--- src/rtl/status_flag_pkg.sv ---
package status_flag_pkg;
  localparam int DATA_W = 8;
  localparam int ARITH_N = 4;

  typedef enum logic [2:0] {
    OP_NONE = 3'd0,
    OP_ADD  = 3'd1,
    OP_ADC  = 3'd2,
    OP_SUB  = 3'd3,
    OP_SBC  = 3'd4,
    OP_LOGIC = 3'd5,
    OP_RLC  = 3'd6,
    OP_RRC  = 3'd7
  } flag_op_e;

  // Bit positions of the status byte; software decodes these.
  localparam int BIT_C   = 0;
  localparam int BIT_AC  = 1;
  localparam int BIT_Z   = 2;
  localparam int BIT_OV  = 3;
  localparam int BIT_PDF = 4;
  localparam int BIT_TO  = 5;
endpackage

--- src/rtl/status_arith_eval.sv ---
module status_arith_eval
  import status_flag_pkg::*;
#(
  parameter int W = DATA_W
) (
  input  logic [2:0]         op,
  input  logic [W-1:0]       opa,
  input  logic [W-1:0]       opb,
  input  logic [W-1:0]       res,
  input  logic               carry_now,
  output logic [ARITH_N-1:0] upd_mask,
  output logic [ARITH_N-1:0] upd_val
);
  localparam int HALF = W / 2;

  logic           is_arith;
  logic           is_sub;
  logic           cin;
  logic [W-1:0]   opb_eff;
  logic [W:0]     full_sum;
  logic [HALF:0]  low_sum;
  logic [W-1:0]   top_in_sum;
  logic           carry_out;
  logic           carry_msb_in;

  always_comb begin
    is_sub   = (op == OP_SUB) || (op == OP_SBC);
    is_arith = (op == OP_ADD) || (op == OP_ADC) || is_sub;
    unique case (op)
      OP_SUB:          cin = 1'b1;
      OP_ADC, OP_SBC:  cin = carry_now;
      default:         cin = 1'b0;
    endcase
    opb_eff      = is_sub ? ~opb : opb;
    full_sum     = {1'b0, opa} + {1'b0, opb_eff} + {{W{1'b0}}, cin};
    low_sum      = {1'b0, opa[HALF-1:0]} + {1'b0, opb_eff[HALF-1:0]} + {{HALF{1'b0}}, cin};
    top_in_sum   = {1'b0, opa[W-2:0]} + {1'b0, opb_eff[W-2:0]} + {{(W-1){1'b0}}, cin};
    carry_out    = full_sum[W];
    carry_msb_in = top_in_sum[W-1];
  end

  always_comb begin
    upd_mask = '0;
    upd_val  = '0;
    if (is_arith) begin
      upd_mask            = '1;
      upd_val[BIT_C]      = carry_out;
      upd_val[BIT_AC]     = low_sum[HALF];
      upd_val[BIT_Z]      = (full_sum[W-1:0] == '0);
      upd_val[BIT_OV]     = carry_out ^ carry_msb_in;
    end else if (op == OP_LOGIC) begin
      upd_mask[BIT_Z]     = 1'b1;
      upd_val[BIT_Z]      = (res == '0);
    end else if (op == OP_RLC) begin
      upd_mask[BIT_C]     = 1'b1;
      upd_val[BIT_C]      = opa[W-1];
    end else if (op == OP_RRC) begin
      upd_mask[BIT_C]     = 1'b1;
      upd_val[BIT_C]      = opa[0];
    end
  end
endmodule

--- src/rtl/status_sys_flags.sv ---
module status_sys_flags (
  input  logic clk,
  input  logic rst_n,
  input  logic pwr_up,
  input  logic clr_wdt,
  input  logic halt,
  input  logic wdt_timeout,
  output logic pdf_q,
  output logic to_q
);
  always_ff @(posedge clk or negedge rst_n) begin
    if (!rst_n) begin
      pdf_q <= 1'b0;
    end else if (pwr_up || clr_wdt) begin
      pdf_q <= 1'b0;
    end else if (halt) begin
      pdf_q <= 1'b1;
    end
  end

  always_ff @(posedge clk or negedge rst_n) begin
    if (!rst_n) begin
      to_q <= 1'b0;
    end else if (pwr_up) begin
      to_q <= 1'b0;
    end else if (wdt_timeout) begin
      to_q <= 1'b1;
    end else if (clr_wdt || halt) begin
      to_q <= 1'b0;
    end
  end
endmodule

--- src/rtl/status_bus_port.sv ---
module status_bus_port
  import status_flag_pkg::*;
#(
  parameter int AW = 8,
  parameter logic [AW-1:0] MY_ADDR = 8'h0A
) (
  input  logic [AW-1:0]     addr,
  input  logic              we,
  input  logic [DATA_W-1:0] cur,
  output logic              wr_hit,
  output logic [DATA_W-1:0] rdata
);
  logic hit;
  always_comb begin
    hit    = (addr == MY_ADDR);
    wr_hit = hit && we;
    rdata  = hit ? cur : '0;
  end
endmodule

--- src/rtl/status_flag_reg.sv ---
module status_flag_reg
  import status_flag_pkg::*;
#(
  parameter int AW = 8,
  parameter logic [AW-1:0] REG_ADDR = 8'h0A
) (
  input  logic              clk,
  input  logic              rst_n,
  input  logic [AW-1:0]     bus_addr,
  input  logic              bus_we,
  input  logic [DATA_W-1:0] bus_wdata,
  output logic [DATA_W-1:0] bus_rdata,
  input  logic [2:0]        alu_op,
  input  logic [DATA_W-1:0] alu_a,
  input  logic [DATA_W-1:0] alu_b,
  input  logic [DATA_W-1:0] alu_res,
  input  logic              pwr_up,
  input  logic              clr_wdt,
  input  logic              halt,
  input  logic              wdt_timeout,
  output logic [DATA_W-1:0] status_o
);
  localparam int PAD_W = DATA_W - ARITH_N - 2;

  logic [ARITH_N-1:0] arith_q;
  logic [ARITH_N-1:0] upd_mask;
  logic [ARITH_N-1:0] upd_val;
  logic               wr_hit;
  logic               pdf_q;
  logic               to_q;

  status_arith_eval #(.W(DATA_W)) u_eval (
    .op        (alu_op),
    .opa       (alu_a),
    .opb       (alu_b),
    .res       (alu_res),
    .carry_now (arith_q[BIT_C]),
    .upd_mask  (upd_mask),
    .upd_val   (upd_val)
  );

  status_sys_flags u_sys (
    .clk         (clk),
    .rst_n       (rst_n),
    .pwr_up      (pwr_up),
    .clr_wdt     (clr_wdt),
    .halt        (halt),
    .wdt_timeout (wdt_timeout),
    .pdf_q       (pdf_q),
    .to_q        (to_q)
  );

  status_bus_port #(.AW(AW), .MY_ADDR(REG_ADDR)) u_port (
    .addr   (bus_addr),
    .we     (bus_we),
    .cur    (status_o),
    .wr_hit (wr_hit),
    .rdata  (bus_rdata)
  );

  for (genvar i = 0; i < ARITH_N; i++) begin : g_arith
    always_ff @(posedge clk or negedge rst_n) begin
      if (!rst_n) begin
        arith_q[i] <= 1'b0;
      end else if (upd_mask[i]) begin
        arith_q[i] <= upd_val[i];
      end else if (wr_hit) begin
        arith_q[i] <= bus_wdata[i];
      end
    end
  end

  assign status_o = {{PAD_W{1'b0}}, to_q, pdf_q, arith_q};
endmodule

--- config.mk ---
export PLATFORM = sky130hd
export DESIGN_NAME = status_flag_reg
export DESIGN_NICKNAME = d
export VERILOG_FILES = /design/src/rtl/status_flag_pkg.sv /design/src/rtl/status_arith_eval.sv /design/src/rtl/status_sys_flags.sv /design/src/rtl/status_bus_port.sv /design/src/rtl/status_flag_reg.sv
export SDC_FILE = /design/constraint.sdc
export NUM_CORES = 1
export LEC_CHECK = 0
export ABC_AREA = 1
export BUFFER_PORTS_ARGS = -buffer_cell sky130_fd_sc_hd__buf_2
export CAP_MARGIN = 20
export CORE_MARGIN = 2
export CORE_UTILIZATION = 35
export CTS_CLUSTER_DIAMETER = 60
export CTS_CLUSTER_SIZE = 28
export DETAILED_ROUTE_END_ITERATION = 7
export HOLD_SLACK_MARGIN = 0.06
export PLACE_DENSITY = 0.65
export SYNTH_ARGS = -nofsm -noshare
export SYNTH_HDL_FRONTEND = slang
export SYNTH_SLANG_ARGS = --single-unit
--- constraint.sdc ---
create_clock -name clk -period 3.2 [get_ports clk]
set_input_delay 0.32 -clock clk [delete_from_list [all_inputs] [get_ports clk]]
set_output_delay 0.32 -clock clk [all_outputs]
set_load 0.005 [all_outputs]
==> impl_results.md, run 1 <==
- Status: finished, violations left
- Failing checks: DRC
- Largest net degree at the start of global routing: 10
- Critical-path maximum fanout: 9
- Area grow syn2layout: 30.1%
- Main synth FF type: dfrtp_1
- CP Buf/Inv Count: 3
- Iteration-0 DRC count of the detailed router: 34
- Max incr delay on CP: 0.43 ns
- Fillers: 305
- GRT Total Usage: 13.8%
- Port Buffers: 57
- Hold WC Path Type: in2reg
- Worst skew pair latency: 0.25 ns
- CP cell instances: buf_2 -> nand2_2 -> inv_2 -> o21ai_4 -> xor2_1 -> fa_1 -> inv_1 -> fa_1 -> nand3_1 -> nand3_1 -> a31oi_1 -> nand3_1 -> nand3_1 -> nand2_1
- Grt total ovfl: 0
- RR Endpoint: status_o[3]
- CTS max path bufs: 2
- Cts bufs inserted: 3
- First-pass GRT wire length: 3830 um
- Clock slew at reported path FFs: 0.05 ns
- Via-to-Cell Ratio: 4.72
- Cells after synthesis: 168
- Pre-Repair DR Iteration Count: 6
- Reg-to-reg setup timing slack: 0.86 ns
- Post-DRT Antenna Nets: 0
- RSZ-0062 raised after global routing: false
- Share of layout cells above drive strength 1: 31.1%
- Worst-Margin Slew: 0.578 ns
- Antenna violations before repair: 0
- Post-synth top area share: 14.3%
- Number of synthesized flops with an enable pin: 0
- Sequential element share of the synthesized area: 14.3%
- Sw Pwr: 184 uW
- Most frequent cells in the layout: buf_2, nand2_1, inv_1
- Area leader, netlist: dfrtp_1
- Hold path start: pwr_up
- Slowest stage cell, crit path: fa_1
- Reg power frac: 22.6%
- Clock skew: 0.00558 ns
- Number of global-route vias before repair: 986
- Crit path kind: in2reg
- Design Power: 429 uW
- # DRC: 4
- Initial core utilization: 37.4%
- Post-layout net count: 286
- Site Rows: 19
- Mean Syn Cell Area: 6.24 sq um
- Critical path startpoint category: input port
- Placed cell count: 252
- Comb power frac: 60.5%
- Clock network power share: 16.9%
- Post-synth cell types: 31
- Setup_tns: 0 ns
- Clock Tree Root: clkbuf_4
- Crit path capture type: register
- Synth Warn #: 0
- Gpl congestion: 0.789
- Lkg Pwr: 0.812 nW
- Min Tclk post-route: 2.53 ns
- Max Cap Viol: 0
- Crit Reg-Reg Startpoint: status_o[0]
- CTS tree: built
- # setup viols final: 0
- Core area: 2810 sq um
- Dominant cells by area after synthesis: dfrtp_1, nand2_1, inv_1
- Ant. Diodes: 0
- Sw frac: 42.9%
- Worst VDD drop: 130 uV
- Period utilisation layout: 79.2%
- Num ports: 66
- H-tree depth: 1
- Arr. time, crit path: 2.68 ns
- Final hold vios: 0
- Final Slew Violations: 0
- Clock sinks: 6
- Hold Path End: u_sys.to_q
- Hold Path Depth: 2
- Flops & latches, synth: 6
- Die H: 58.7 um
- Critical Path RT: 3.34 ns
- Die W: 58.7 um
- Sequential cell area: 150 sq um
- Slew HR: 61.1%
- DR WL/cell: 9.54 um
- Internal power: 245 uW
- Reg2reg path depth: 12
- Total number of vias: 1208
- Cell Pwr Density: 315 nW/um^2
- Die footprint: 3450 sq um
- Crit-path leading delay family: compound AO/OA/AOI/OAI gates
- Multi-input logic area: 739 sq um
- Commonest non-fill, non-tap cell in the layout: buf_2
- Mapped Area: 1050 sq um
- Top cell by count, worst path: nand3_1
- Achievable Freq: 395 MHz
- Fin cells: 256
- Synth async-reset ratio: 100%
- Hpwl dp: 2110 um
- Total length of routed wires: 2440 um
==> worst max-delay path by stage <==
stage / start / end / cells past startpoint
6_report: alu_op[0] / status_o[3] / 14
2_1_floorplan: alu_op[0] / status_o[3] / 13
3_3_place_gp: alu_op[0] / status_o[3] / 14
3_5_place_dp: alu_op[0] / status_o[3] / 14
5_1_grt: alu_op[0] / status_o[3] / 14
4_1_cts: alu_op[0] / status_o[3] / 14
==> metrics by stage <==
stage / worst slack [ns] / utilization, % / area (sq um) / hold slack (ns)
floorplan: 0.877 / - / 1060 / 0.0244
global placement: 0.449 / 47.5 / 1330 / 0.150
detailed placement: 0.385 / 47.5 / 1330 / 0.151
CTS: 0.630 / 48.6 / 1360 / 0.262
global route: 0.404 / 48.6 / 1360 / 0.270
finish: 0.666 / 48.6 / 1360 / 0.269
==> state kept, by name (all words and copies together), names as in the netlist <==
register / flops
status_o: 4
u_sys.pdf_q: 1
u_sys.to_q: 1
==> synthesized netlist by cell type, types with 3 or more instances <==
cell,n
nand2_1,34
inv_1,29
nor2_1,24
nand3_1,12
xnor2_1,8
buf_4,7
ha_1,7
a21oi_1,6
dfrtp_1,6
nand4_1,4
nand2_2,3
o21ai_0,3
==> metal layers <==
metal / up-vias / wire length, um / GRT usage, % / share of wire, %
met3: 0 / 220 / 2.42 / 9.0
li1: 645 / - / - / -
met2: 43 / 1180 / 25.2 / 48
met1: 520 / 1050 / 17.1 / 43
met4: 0 / 0 / 1.95 / 0
met5: - / 0 / 0 / 0
==> cell type report <==
cell class,count,share of cell area [%]
multi-input combinational,127,54.2
timing repair buffer,58,21.7
clock buffer,3,1.65
sequential,6,11.0
inverter,31,8.62
tap,31,2.84
==> timing repair <==
item,CTS,global route
endpoints found under the hold margin,6,0
hold buffers,1,0
gates resized for setup,0,0
setup buffers,0,0
==> power by group through the flow <==
| stage | Clock [mW] | Sequential (mW) | Combinational (mW) |
|---|---|---|---|
| floorplan | 0 | 0.0988 | 0.188 |
| global placement | 0 | 0.0979 | 0.256 |
| detailed placement | 0 | 0.0981 | 0.258 |
| CTS | 0.0740 | 0.0969 | 0.261 |
| global route | 0.0816 | 0.0978 | 0.299 |
| finish | 0.0726 | 0.0968 | 0.260 |
==> kinds of logic (layout without fill, tap and decap cells) <==
group	Yosys count	in the layout	synth area share, %
flops	6	6	14.3
xor+xnor	9	9	7.52
simple gates	86	86	36.5
compound gates	19	19	12.9
fa+ha+maj	9	9	12.2
buf+inv	38	92	16.2
other cells	1	4	0.358
Note: power is estimated with default switching activity, not from simulation.
==> run 2, diff against run 1 <==
Clock period 3.2 ns to 2.46 ns, I/O delays scaled along.
==> impl_results.md, run 2 (synthesis gave the netlist of run 1 again) <==
- Status: finished, violations left
- Failing checks: DRC
- First-pass GRT wire length: 3830 um (unchanged)
- Lkg Pwr: 0.822 nW (+1.2%)
- Gpl congestion: 0.815 (+3.3%)
- Design Power: 560 uW (+30%)
- Worst VDD drop: 138 uV (+5.6%)
- CP cell instances: inv_1 -> a21oi_1 -> o21ai_1 -> fa_1 -> inv_1 -> fa_1 -> nor2_1 -> nand3_1 -> nor2_1 -> nand3_1 -> a21oi_1
- Setup WS pre-CTS: 0.0784 ns (-0.307 ns)
- Critical path startpoint category: register
- Clock skew: 0.00368 ns (-0.00190 ns)
- Site Rows: 19 (unchanged)
- # DRC: 4 (unchanged)
- Met2 WL: 1190 um (+1.4%)
- Post-CTS setup buffers: 0 (unchanged)
- Period utilisation layout: 87.5%
- Clock network power share: 16.5% (-0.4 points)
- Critical Path Start: status_o[0]
- Comb power frac: 60.8% (+0.3 points)
- Crit path kind: reg2reg
- Fin util: 49.2% (+0.54 points)
- Arr. time, crit path: 2.33 ns (-0.35 ns)
- Ant. Diodes: 0 (unchanged)
- Post-route met1 wirelength: 1100 um (+5.6%)
- Final Slew Violations: 0 (unchanged)
- DR WL/cell: 9.54 um (about the same)
- Fin cells: 258 (+0.78%)
- Sw frac: 42.1% (-0.79 points)
- Reg-to-reg setup timing slack: 0.31 ns (-0.55 ns)
- Commonest non-fill, non-tap cell in the layout: buf_2
- Post-layout net count: 288 (+0.70%)
- H-tree depth: 1 (unchanged)
- Slew HR: 57.6% (-3.5 points)
- Internal power: 324 uW (+32%)
- Top layer in use: met3
- Crit Reg-Reg Startpoint: status_o[0]
- Sw Pwr: 236 uW (+28%)
- Placed cell count: 254 (+0.79%)
- Max incr delay on CP: 0.41 ns (-0.02 ns)
- Worst skew pair latency: 0.24 ns (about the same)
- Clock Tree Root: clkbuf_4
- CTS tree: built
- Final hold vios: 0 (unchanged)
- Iteration-0 DRC count of the detailed router: 33 (-2.9%)
- RR Endpoint: status_o[2]
- Pre-Repair DR Iteration Count: 6 (unchanged)
- Share of layout cells above drive strength 1: 31.7% (+0.61 points)
- Slowest stage cell, crit path: fa_1
- Port Buffers: 57 (unchanged)
- Hold path start: pwr_up
- Critical-path maximum fanout: 3 (-6)
- Die W: 58.7 um (unchanged)
- Reg power frac: 22.6% (about the same)
- Setup_tns: 0 ns (unchanged)
- Clock slew at reported path FFs: 0.05 ns (about the same)
- Largest net degree at the start of global routing: 9 (-1)
- Critical Path RT: 2.63 ns (-0.71 ns)
- Met3 Wirelength: 162 um (-26%)
- Num ports: 66 (unchanged)
- Hold WC Path Type: in2reg
- Number of global-route vias before repair: 1004 (+1.8%)
- Total number of vias: 1155 (-4.4%)
- RSZ-0062 raised after global routing: false
- Clock sinks: 6 (unchanged)
- Min Tclk post-route: 2.15 ns
- Core area: 2810 sq um (unchanged)
- Hold Path End: u_sys.to_q
- Fin worst setup slack: 0.306 ns (-0.360 ns)
- Antenna violations before repair: 0 (unchanged)
- Total length of routed wires: 2460 um (+0.74%)
- CTS max path bufs: 2 (unchanged)
- Grt total ovfl: 0 (unchanged)
- Most frequent cells in the layout: buf_2, nand2_1, inv_1
- Cell Pwr Density: 406 nW/um^2 (+29%)
- GRT Total Usage: 13.8% (+0.039 points)
- Area grow syn2layout: 31.5%
- Max Cap Viol: 0 (unchanged)
- Initial core utilization: 37.4% (unchanged)
- Post-DRT Antenna Nets: 0 (unchanged)
- Die footprint: 3450 sq um (unchanged)
- Worst-Margin Slew: 0.631 ns (+0.0528 ns)
- Hpwl dp: 2140 um (+1.8%)
- Hold Path Depth: 2 (unchanged)
- Crit path capture type: register
- Via-to-Cell Ratio: 4.48 (-5.1%)
- Reg2reg path depth: 11 (-1)
- Die H: 58.7 um (unchanged)
- Achievable Freq: 464 MHz
- # setup viols final: 0 (unchanged)
- Cts bufs inserted: 3 (unchanged)
- Max FFs per register: 4 (unchanged)
run 2: cell types whose count changed in the layout (fill, tap and decap cells not counted):
cell     previous run  this run
o21ai_1             1         2
buf_4               0         2
o21ai_0             3         2
run 2: how the worst max path moves through the flow:
stage | end | slack, ns | depth (start not counted)
final | status_o[2] | 0.31 | 11
after global routing | status_o[2] | 0.04 | 15
after CTS | status_o[2] | 0.19 | 15
after detailed placement | status_o[2] | 0.08 | 14
after global placement | status_o[2] | 0.09 | 14
after floorplan | status_o[3] | 0.21 | 13
run 2: through the flow:
stage               hold WS [ns]  area (sq um)
floorplan                -0.0496          1060
global placement          0.0753          1350
detailed placement        0.0748          1350
CTS                        0.190          1380
global route               0.208          1380
finish                     0.199          1380
run 2: layout make-up:
class	count	area, sq um
multi-input cells	127	739
well taps	31	38.8
repair buffers	60	310
clock buffers	3	22.5
flip-flops and latches	6	150
fillers	312	1430
inverters	31	118
run 2: worst max-delay path: cells and delay by family (launching register included):
| family | cells | cell delay, ns |
|---|---|---|
| AO/OA/AOI/OAI | 3 | 0.34 |
| adder cells (fa/ha/maj) | 2 | 0.77 |
| buffers and inverters | 2 | 0.17 |
| flip-flops | 1 | 0.36 |
| AND/OR/NAND/NOR | 4 | 0.43 |
run 2: what timing repair did:
action / 4_1_cts / 5_1_grt
endpoints found under the setup margin: 0 / 1
hold buffers: 1 / 0
endpoints found under the hold margin: 6 / 0
resized for setup: 0 / 1
run 2: per-layer routing:
metal  GRT usage [%]  vias to the layer above
met5               0                        -
met4           0.974                        0
met3            2.20                        0
met2            25.1                       32
met1            17.9                      479
li1                -                      644
run 2: power by group through the flow:
stage | sequential (mW) | combinational [mW] | clock, mW
6_report | 0.127 | 0.341 | 0.0926
5_1_grt | 0.129 | 0.394 | 0.0992
4_1_cts | 0.126 | 0.345 | 0.0960
3_5_place_dp | 0.128 | 0.342 | 0
3_3_place_gp | 0.127 | 0.340 | 0
2_1_floorplan | 0.128 | 0.245 | 0
==> run 3, diff against run 2 <==
Settings changed: ABC_AREA 1 to not set, PLACE_DENSITY 0.65 to 0.64.
Clock period 2.46 ns to 2.5 ns, I/O delays scaled along.
==> impl_results.md, run 3 <==
- Status: complete, no violations
- Fin util: 56.5% (+7.3 points)
- Setup_tns: 0 ns (unchanged)
- Hold WC Path Type: in2reg
- Post-DRT Antenna Nets: 0 (unchanged)
- Sequential element share of the synthesized area: 13.5% (-0.85 points)
- Num ports: 66 (unchanged)
- Total length of routed wires: 3290 um (+34%)
- Via-to-Cell Ratio: 4.98 (+11%)
- Clock slew at reported path FFs: 0.04 ns (about the same)
- Min Tclk post-route: 2.39 ns
- Dpl cell area: 1620 sq um (+20%)
- Synth Warn #: 0 (unchanged)
- Crit Reg-Reg Startpoint: status_o[0]
- Post-synth cell types: 50 (+61%)
- Critical Path RT: 2.65 ns (+0.02 ns)
- Share of layout cells above drive strength 1: 47.1% (+15 points)
- First-pass GRT wire length: 5200 um (+36%)
- Total number of vias: 1320 (+14%)
- Number of global-route vias before repair: 1275 (+27%)
- Design Power: 644 uW (+15%)
- Gpl congestion: 0.870 (+6.7%)
- CTS max path bufs: 2 (unchanged)
- Die H: 60.4 um (+2.9%)
- Post-layout net count: 282 (-2.1%)
- Reg-to-reg setup timing slack: 0.12 ns (-0.19 ns)
- Port Buffers: 57 (unchanged)
- GRT Total Usage: 18.6% (+4.8 points)
- # setup viols final: 0 (unchanged)
- RR Endpoint: status_o[2]
- DR WL/cell: 12.4 um (+30%)
- Top cell by count, worst path: fa_2
- Final Slew Violations: 0 (unchanged)
- # DRC: 0 (-4)
- Cts bufs inserted: 3 (unchanged)
- Grt total ovfl: 0 (unchanged)
- Max incr delay on CP: 0.33 ns (-0.08 ns)
- Top-count cell post-synth: nor2_1
- Lkg Pwr: 0.868 nW (+5.7%)
- Pre-Repair DR Iteration Count: 4 (-2)
- Flops & latches, synth: 6 (unchanged)
- Commonest non-fill, non-tap cell in the layout: buf_2
- Number of synthesized flops with an enable pin: 0 (unchanged)
- Commonest cells in the netlist: nor2_1, a21oi_1, buf_4, ha_1, xor2_1
- Mean Syn Cell Area: 7.85 sq um (+26%)
- Post-synth top area share: 13.5% (-0.85 points)
- Cell Pwr Density: 374 nW/um^2 (-8.0%)
- Ant. Diodes: 0 (unchanged)
- CTS tree: built
- Fin cells: 265 (+2.7%)
- Mapped Area: 1110 sq um (+6.3%)
- Critical path startpoint category: input port
- Hold Path End: u_sys.to_q
- Die W: 60.4 um (+2.9%)
- Cells after synthesis: 142 (-15%)
- Core area: 3050 sq um (+8.8%)
- Largest net degree at the start of global routing: 9 (unchanged)
- Area leader, netlist: dfrtp_1
- Arr. time, crit path: 2.54 ns (+0.21 ns)
- Final hold vios: 0 (unchanged)
- Initial core utilization: 36.5% (-0.86 points)
- H-tree depth: 1 (unchanged)
- Worst VDD drop: 161 uV (+17%)
- Hold Path Depth: 2 (unchanged)
- Iteration-0 DRC count of the detailed router: 45 (+36%)
- Dominant cells by area after synthesis: dfrtp_1, ha_1, xor2_1
- Clock Tree Root: clkbuf_4
- Crit path kind: in2reg
- Slowest stage cell, crit path: fa_2
- Most frequent cells in the layout: buf_2, buf_4, nor2_1
- Clock sinks: 6 (unchanged)
- Area grow syn2layout: 54.7%
- Worst skew pair latency: 0.24 ns (about the same)
- Hpwl dp: 2740 um (+28%)
- Die footprint: 3650 sq um (+5.9%)
- Max Cap Viol: 0 (unchanged)
- Max FFs per register: 4 (unchanged)
- Reg2reg path depth: 10 (-1)
- Placed cell count: 260 (+2.4%)
- Main synth FF type: dfrtp_1
- Site Rows: 20 (+1)
- Hold path start: pwr_up
- Critical-path maximum fanout: 4 (+1)
- RSZ-0062 raised after global routing: true
- Achievable Freq: 419 MHz
- Antenna violations before repair: 0 (unchanged)
- Crit path capture type: register
- Design area: 1720 sq um (+25%)
- Period utilisation layout: 95.5%
- Synth async-reset ratio: 100% (unchanged)
- Clock skew: 0.0000381 ns (-0.00364 ns)
- CP cell instances: buf_8 -> nand3b_1 -> nand2_4 -> xnor2_4 -> fa_2 -> inv_2 -> fa_2 -> a21o_1 -> buf_6 -> a211o_1 -> a32oi_1 -> nand4_1 -> a211oi_2
run 3: changes by cell type in the layout (fill, tap and decap cells not counted), sizes merged, moves of 4 or more:
| cell | before | now |
|---|---|---|
| nand2 | 38 | 5 |
| buf | 59 | 84 |
| inv | 30 | 5 |
| nor2 | 25 | 13 |
| nand3 | 12 | 2 |
| and2 | 0 | 6 |
| xor2 | 1 | 7 |
| or3 | 0 | 4 |
| xnor2 | 8 | 4 |
run 3: layer usage:
layer,global-route usage (%),routed length (um),part of all wire (%)
met3,1.92,208,6.3
met2,37.0,1720,52
met4,4.35,0,0
met1,21.0,1360,41
met5,0,0,0
run 3: area by class of cell:
| cell class | instances | area (sq um) |
|---|---|---|
| inverters | 5 | 18.8 |
| fillers | 312 | 1330 |
| clock buffers | 3 | 22.5 |
| flip-flops and latches | 6 | 150 |
| multi-input cells | 122 | 957 |
| repair buffers | 85 | 520 |
| well taps | 44 | 55.1 |
run 3: repair_timing:
item	in CTS	in global routing
hold buffers	1	0
gates resized for setup	1	19
setup endpoints to repair	3	3
gates cloned	0	0
pin swaps	1	13
buffers inserted	0	1
hold endpoints to repair	6	0
run 3: metrics by stage:
stage | hold slack [ns] | worst slack (ns)
global placement | 0.0778 | -0.254
global route | 0.176 | -0.0301
detailed placement | 0.0795 | -0.341
CTS | 0.174 | 0.0102
floorplan | -0.0456 | -0.253
finish | 0.183 | 0.113
run 3: worst max-delay path: cells and delay by family:
| kind | cells | cell delay, ns |
|---|---|---|
| compound gates | 4 | 0.87 |
| buf+inv | 3 | 0.26 |
| xor+xnor | 1 | 0.12 |
| fa+ha+maj | 2 | 0.56 |
| simple gates | 3 | 0.49 |
run 3: worst max path at each step:
stage,start,end,slack [ns],cells after the start
6_report,alu_op[2],status_o[2],0.11,13
3_5_place_dp,alu_op[0],status_o[0],-0.34,13
5_1_grt,alu_op[2],status_o[2],-0.03,13
4_1_cts,alu_op[2],status_o[2],0.01,11
2_1_floorplan,alu_op[2],status_o[0],-0.25,12
3_3_place_gp,alu_op[0],status_o[0],-0.25,13
run 3: kinds of logic after synthesis:
kind of cell | synth area share (%)
simple gates | 29.2
compound gates | 24.0
buf+inv | 9.20
xor+xnor | 8.64
fa+ha+maj | 11.4
flops | 13.5
mux | 3.70
other cells | 0.336
run 3: power breakdown:
part,total [mW],switching [mW],internal (mW)
logic,0.434,0.205,0.229
registers,0.125,0.0108,0.114
clock network,0.0854,0.0313,0.0541
